File: src/rtl/lcd_pwrup_pkg.sv
package lcd_pwrup_pkg;

   typedef enum logic [2:0] {
      S_IDLE,
      S_PWR,
      S_RD,
      S_RLOW,
      S_RREL,
      S_SR,
      S_SWAIT
   } seq_state_e;

   // microseconds to clock cycles, rounded up
   function automatic longint us_to_cyc(input longint hz, input longint us);
      return (hz * us + 64'd999999) / 64'd1000000;
   endfunction

endpackage

File: src/rtl/lcd_pwrup_timer.sv
module lcd_pwrup_timer #(
   parameter int CNT_W = 8
) (
   input  logic             clk,
   input  logic             rst_n,
   input  logic             load_i,
   input  logic [CNT_W-1:0] val_i,
   output logic             zero_o
);

   logic [CNT_W-1:0] cnt_q;

   always_ff @(posedge clk or negedge rst_n) begin
      if (!rst_n) begin
         cnt_q <= '0;
      end else if (load_i) begin
         cnt_q <= val_i;
      end else if (cnt_q != '0) begin
         cnt_q <= cnt_q - 1'b1;
      end
   end

   assign zero_o = (cnt_q == '0);

endmodule

File: src/rtl/lcd_pwrup_pmchk.sv
module lcd_pwrup_pmchk #(
   parameter int               DW    = 8,
   parameter logic [DW-1:0]    MASK  = 8'h7C,
   parameter logic [DW-1:0]    MATCH = 8'h1C
) (
   input  logic [DW-1:0] data_i,
   output logic          on_o
);

   assign on_o = ((data_i & MASK) == MATCH);

endmodule

File: src/rtl/lcd_pwrup_seq.sv
module lcd_pwrup_seq
   import lcd_pwrup_pkg::*;
#(
   parameter longint          CLK_HZ        = 50_000_000,
   parameter bit              HAS_HW_RESET  = 1'b1,
   parameter longint          RST_LOW_US    = 20,
   parameter longint          RST_HOLD_US   = 120_000,
   parameter longint          SR_WAIT_HW_US = 5_000,
   parameter longint          SR_WAIT_NR_US = 120_000,
   parameter int              CMD_W         = 8,
   parameter logic [CMD_W-1:0] OP_SOFT_RST  = 8'h01,
   parameter logic [CMD_W-1:0] OP_GET_PWR   = 8'h0A,
   parameter logic [CMD_W-1:0] PM_MASK      = 8'h7C,
   parameter logic [CMD_W-1:0] PM_MATCH     = 8'h1C
) (
   input  logic             clk,
   input  logic             rst_n,
   input  logic             start_i,
   input  logic             cond_i,
   output logic             req_valid_o,
   output logic [CMD_W-1:0] req_op_o,
   output logic             req_is_read_o,
   input  logic             req_ack_i,
   input  logic             req_err_i,
   input  logic [CMD_W-1:0] rsp_data_i,
   output logic             supply_en_o,
   output logic             panel_rst_n_o,
   output logic             busy_o,
   output logic             done_o,
   output logic             on_already_o,
   output logic             err_o
);

   localparam longint LOW_CYC  = us_to_cyc(CLK_HZ, RST_LOW_US);
   localparam longint HOLD_CYC = us_to_cyc(CLK_HZ, RST_HOLD_US);
   localparam longint POST_CYC = HAS_HW_RESET ? us_to_cyc(CLK_HZ, SR_WAIT_HW_US)
                                              : us_to_cyc(CLK_HZ, SR_WAIT_NR_US);
   localparam longint MAX_A    = (LOW_CYC > HOLD_CYC) ? LOW_CYC : HOLD_CYC;
   localparam longint MAX_CYC  = (MAX_A > POST_CYC) ? MAX_A : POST_CYC;
   localparam int     CNT_W    = $clog2(MAX_CYC + 1);

   if (CLK_HZ < 1) begin : g_bad_clk
      $error("CLK_HZ must be positive");
   end
   if (LOW_CYC < 1 || HOLD_CYC < 1 || POST_CYC < 1) begin : g_bad_time
      $error("every wait must last at least one cycle");
   end
   if (CMD_W < 8) begin : g_bad_width
      $error("CMD_W must be at least 8");
   end
   if (OP_SOFT_RST == OP_GET_PWR) begin : g_bad_ops
      $error("soft-reset and power-mode opcodes must differ");
   end

   seq_state_e       state_q, state_d;
   logic             cond_q;
   logic             supply_q, done_q, on_q, err_q;
   logic             tmr_ld, tmr_zero;
   logic [CNT_W-1:0] tmr_val;
   logic             pm_on;
   logic             fin_ok, fin_on, fin_err;

   lcd_pwrup_timer #(.CNT_W(CNT_W)) u_tmr (
      .clk    (clk),
      .rst_n  (rst_n),
      .load_i (tmr_ld),
      .val_i  (tmr_val),
      .zero_o (tmr_zero)
   );

   lcd_pwrup_pmchk #(.DW(CMD_W), .MASK(PM_MASK), .MATCH(PM_MATCH)) u_pm (
      .data_i (rsp_data_i),
      .on_o   (pm_on)
   );

   always_comb begin
      state_d = state_q;
      tmr_ld  = 1'b0;
      tmr_val = '0;
      fin_ok  = 1'b0;
      fin_on  = 1'b0;
      fin_err = 1'b0;
      unique case (state_q)
         S_IDLE:  if (start_i) state_d = S_PWR;
         S_PWR: begin
            if (cond_q) begin
               state_d = S_RD;
            end else if (HAS_HW_RESET) begin
               state_d = S_RLOW;
               tmr_ld  = 1'b1;
               tmr_val = CNT_W'(LOW_CYC - 1);
            end else begin
               state_d = S_SR;
            end
         end
         S_RD: begin
            if (req_ack_i) begin
               if (!req_err_i && pm_on) begin
                  state_d = S_IDLE;
                  fin_ok  = 1'b1;
                  fin_on  = 1'b1;
               end else if (HAS_HW_RESET) begin
                  state_d = S_RLOW;
                  tmr_ld  = 1'b1;
                  tmr_val = CNT_W'(LOW_CYC - 1);
               end else begin
                  state_d = S_SR;
               end
            end
         end
         S_RLOW: begin
            if (tmr_zero) begin
               state_d = S_RREL;
               tmr_ld  = 1'b1;
               tmr_val = CNT_W'(HOLD_CYC - 1);
            end
         end
         S_RREL:  if (tmr_zero) state_d = S_SR;
         S_SR: begin
            if (req_ack_i) begin
               if (req_err_i) begin
                  state_d = S_IDLE;
                  fin_err = 1'b1;
               end else begin
                  state_d = S_SWAIT;
                  tmr_ld  = 1'b1;
                  tmr_val = CNT_W'(POST_CYC - 1);
               end
            end
         end
         S_SWAIT: begin
            if (tmr_zero) begin
               state_d = S_IDLE;
               fin_ok  = 1'b1;
            end
         end
         default: state_d = S_IDLE;
      endcase
   end

   always_ff @(posedge clk or negedge rst_n) begin
      if (!rst_n) begin
         state_q  <= S_IDLE;
         cond_q   <= 1'b0;
         supply_q <= 1'b0;
         done_q   <= 1'b0;
         on_q     <= 1'b0;
         err_q    <= 1'b0;
      end else begin
         state_q <= state_d;
         if (state_q == S_IDLE && start_i) begin
            cond_q   <= cond_i;
            supply_q <= 1'b1;
            done_q   <= 1'b0;
            on_q     <= 1'b0;
            err_q    <= 1'b0;
         end
         if (fin_ok) begin
            done_q <= 1'b1;
            on_q   <= fin_on;
         end
         if (fin_err) begin
            err_q    <= 1'b1;
            supply_q <= 1'b0;
         end
      end
   end

   if (HAS_HW_RESET) begin : g_rst_line
      assign panel_rst_n_o = (state_q != S_RLOW);
   end else begin : g_no_rst_line
      assign panel_rst_n_o = 1'b1;
   end

   assign req_valid_o   = (state_q == S_RD) || (state_q == S_SR);
   assign req_is_read_o = (state_q == S_RD);
   assign req_op_o      = (state_q == S_RD) ? OP_GET_PWR : OP_SOFT_RST;
   assign supply_en_o   = supply_q;
   assign busy_o        = (state_q != S_IDLE);
   assign done_o        = done_q;
   assign on_already_o  = on_q;
   assign err_o         = err_q;

endmodule

File: config.mk
export PLATFORM = sky130hd
export DESIGN_NAME = lcd_pwrup_seq
export DESIGN_NICKNAME = d
export VERILOG_FILES = /design/src/rtl/lcd_pwrup_pkg.sv /design/src/rtl/lcd_pwrup_timer.sv /design/src/rtl/lcd_pwrup_pmchk.sv /design/src/rtl/lcd_pwrup_seq.sv
export SDC_FILE = /design/constraint.sdc
export NUM_CORES = 1
export LEC_CHECK = 0
export ABC_CLOCK_PERIOD_IN_PS = 2700
export CAP_MARGIN = 20
export CELL_PAD_IN_SITES_DETAIL_PLACEMENT = 0
export CELL_PAD_IN_SITES_GLOBAL_PLACEMENT = 1
export CORE_UTILIZATION = 40
export CTS_CLUSTER_SIZE = 12
export DETAILED_ROUTE_END_ITERATION = 7
export PLACE_DENSITY = 0.86
export SLEW_MARGIN = 20
export SYNTH_ARGS = -nofsm -noshare
export SYNTH_HDL_FRONTEND = slang
export SYNTH_SLANG_ARGS = --single-unit
File: constraint.sdc
create_clock -name clk -period 2.7 [get_ports clk]
set_input_delay 0.54 -clock clk [delete_from_list [all_inputs] [get_ports clk]]
set_output_delay 0.54 -clock clk [all_outputs]
set_load 0.03 [all_outputs]
==> metrics list <==
* Status: finished, final reports clean
* Startpoint type of the worst setup path: flip-flop
* Num Clock Sinks: 31
- After routing, the total negative slack on setup checks comes to 0 ps.
- The total overflow left after global routing is 0.
- RSZ-0062 raised after global routing: false
- Counting instances, the worst hold path has a depth of 1.
* Top cells by area, synth: sky130_fd_sc_hd__dfrtp_1, sky130_fd_sc_hd__o21ai_0, sky130_fd_sc_hd__xnor2_1, sky130_fd_sc_hd__xor2_1, sky130_fd_sc_hd__a21oi_1
- Path depth of the worst reg2reg path: 7
- Area growth from synthesis to final layout: 20.6%
- STA puts the critical path data required time at 2160 ps.
- In the final routed layout, each cell accounts on average for 13.9 µm.
* Fin nets: 238
- Clock latency on the worst-skew pair, taken at its later pin, is 280 ps.
- After clock tree synthesis, the flow added hold-fix buffers numbering 0.
* Summed instance area of the synthesized netlist: 0.00181 mm²
* Clock slew at reported path FFs: 60 ps
- Post-Route WL: 3850 µm
- Placer Congestion: 0.833
- Dividing the synthesized area by the synthesized cell count gives 9.19 µm².
* Portion of the post-synthesis area used by sequential elements: 0.428
* Core region area: 0.00435 mm²
- Critical path fanouts, max: 12
* Final Hold Fails: 0
- The worst setup path is of the flip-flop to output port kind.
- 30 I/O pins were placed.
- Data on the critical path arrives at its endpoint at 2000 ps.
* Source of the worst register-to-register timing path: u_tmr.cnt_q[0]
* Total number of yosys warnings: 0
* Number of design rule violations left after detail routing: 0
- The die is 69.3 µm tall.
- Power after layout: 0.936 mW
- Worst min-delay path endpoint: err_o
- Yosys instantiated no cell more often than sky130_fd_sc_hd__dfrtp_1.
- DRC violation total after the first TritonRoute iteration: 68
* Post-detailed-route via-to-cell ratio: 5.38
* Wire length of the first global-routing pass: 6600 µm
- The count of nets left with antenna violations once routing finished came out at 0.
* List of most frequent post-synthesis cells: sky130_fd_sc_hd__dfrtp_1, sky130_fd_sc_hd__o21ai_0, sky130_fd_sc_hd__nor2_1
* Type of element capturing the critical path: output port
- DIE AREA: 0.00480 mm²
* Slack of the worst reg-to-reg path: 350 ps
- In this run the core area contains 24 standard-cell rows.
- Worst reg2reg path endpoint: u_tmr.cnt_q[16]
- For this configuration, the core starts out at a cell density of 0.416.
- TritonCTS built the clock tree.
- For this design the ratio of total power to cell area is 429 mW/mm².
- Post-Synthesis Cells: 197
- Input and output buffers added on the ports amount to 21.
* Minimum period implied by the final worst setup slack: 2540 ps
* Area fraction of the dominant cell type after synthesis: 0.428
- The initial antenna violation count was 0.
* Leakage power: 0.838 nW
- Pin count of the biggest net entering global routing: 32
* Post-synth cell types: 43
- In the synthesized netlist the dominant register cell turns out to be sky130_fd_sc_hd__dfrtp_1.
* Max Transition Viols Final: 0
- Detailed placement finished with a half-perimeter wire length of 2700 µm.
- Max Root-Sink Buffers: 2
- Number of global-route vias before repair: 1434
* Worst min path class: flip-flop to flip-flop
- Of the cells placed in the final design, the portion with a size suffix greater than 1 is 0.116.
- In this run the most critical hold path is launched from err_o.
- Post-cts sizing count: 0
- Setup violations remaining at the end of the flow were counted as 0.
* Root buffer cell: sky130_fd_sc_hd__clkbuf_8
* Number of synthesized register bits: 31
- Based on the critical path, the design can be clocked at up to 393 MHz.
- Number of enable flip-flop cells after synthesis: 0
* Worst clock skew: 3.15 ps
- Worst vdd ir: 0.229 mV
- The H-tree generated during clock tree synthesis spans 2 levels.
- GRT Overall Usage: 0.176
- Share of async-settable or async-resettable flops after synthesis: 1.00
- Vias after detailed routing: 1486
* Cts bufs inserted: 5
* Die width: 69.3 µm
* Part of the cycle the worst path needs: 0.942
- Number of buffers inserted to repair setup after CTS: 0
* Antenna cells: 0
- Library cell with the largest summed area after synthesis: sky130_fd_sc_hd__dfrtp_1
- The tool flagged a number of max-cap violations equal to 0.
- On the final layout, the worst hold slack is 483 ps.
- Before antenna repair, the detailed router went through 4 iterations.
==> layer usage <==
| metal | vias up | GRT usage | wire, µm |
|---|---|---|---|
| met3 | 5 | 0.0494 | 185 |
| met2 | 43 | 0.289 | 1810 |
| met4 | 0 | 0.0748 | 65 |
| li1 | 739 | - | - |
| met1 | 699 | 0.215 | 1780 |
| met5 | - | 0 | 0 |
==> report_power, final <==
part	switching, mW	total [mW]	internal [mW]
Clock	0.168	0.400	0.232
Sequential	0.00530	0.477	0.472
Combinational	0.0340	0.0585	0.0245
==> metrics by stage <==
stage	cell area [µm²]	cells	setup slack, ps	utilization
after floorplan	1830	201	355	-
after CTS	2180	276	136	0.501
after detailed placement	2080	268	354	0.478
after global placement	2080	268	362	0.478
final	2180	276	157	0.501
after global routing	2180	276	40.8	0.501
==> how the worst max path moves through the flow <==
stage	start	endpoint	slack [ps]	depth (start not counted)
final	state_q[2]	req_valid_o	160	4
after global routing	state_q[2]	req_valid_o	40	4
after CTS	state_q[2]	req_valid_o	140	4
after detailed placement	u_tmr.cnt_q[0]	u_tmr.cnt_q[16]	350	7
after global placement	u_tmr.cnt_q[0]	u_tmr.cnt_q[16]	360	7
after floorplan	u_tmr.cnt_q[0]	u_tmr.cnt_q[16]	350	8
==> cell type report <==
| cell class | instances | area, µm² |
|---|---|---|
| Fill cell | 421 | 2170 |
| Timing Repair Buffer | 31 | 285 |
| Clock buffer | 8 | 100 |
| Multi-Input combinational cell | 146 | 927 |
| Inverter | 8 | 30.0 |
| Sequential cell | 31 | 776 |
| Tap cell | 52 | 65.1 |
==> worst max-delay path, cell delays in order, from the launching register on <==
cell and delay [ps]:
sky130_fd_sc_hd__dfrtp_1 510, sky130_fd_sc_hd__nor3b_2 360, sky130_fd_sc_hd__inv_1 100, sky130_fd_sc_hd__nand2_1 70, sky130_fd_sc_hd__clkdlybuf4s50_1 670
==> cells in the final DEF (no fill, tap or decap), types with 5 or more instances in the layout <==
cell / n
sky130_fd_sc_hd__clkbuf_8: 7
sky130_fd_sc_hd__or4_1: 5
sky130_fd_sc_hd__inv_1: 8
sky130_fd_sc_hd__or3_1: 5
sky130_fd_sc_hd__xor2_1: 7
sky130_fd_sc_hd__dfrtp_1: 31
sky130_fd_sc_hd__buf_4: 10
sky130_fd_sc_hd__nor2_1: 14
sky130_fd_sc_hd__xnor2_1: 10
sky130_fd_sc_hd__a21oi_1: 11
sky130_fd_sc_hd__nor3_1: 9
sky130_fd_sc_hd__o21ai_0: 22
sky130_fd_sc_hd__conb_1: 5
sky130_fd_sc_hd__nand2_1: 12
sky130_fd_sc_hd__clkdlybuf4s50_1: 21
==> sequential cells by signal, indices dropped and copies added (netlist names) <==
| name | count |
|---|---|
| done_o | 1 |
| on_already_o | 1 |
| u_tmr.cnt_q | 23 |
| supply_en_o | 1 |
| cond_q | 1 |
| state_q | 3 |
| err_o | 1 |
==> cell families (layout without fill, tap and decap cells) <==
family / after synthesis / count (layout) / share of synthesized area
simple gates: 70 / 70 / 0.223
compound gates: 48 / 48 / 0.158
flops: 31 / 31 / 0.428
buf+inv: 24 / 47 / 0.0705
xor+xnor: 17 / 17 / 0.0822
mux: 5 / 5 / 0.0283
fa+ha+maj: 1 / 1 / 0.00691
other cells: 1 / 5 / 0.00207
No activity file was read; power rests on OpenSTA's default activity.
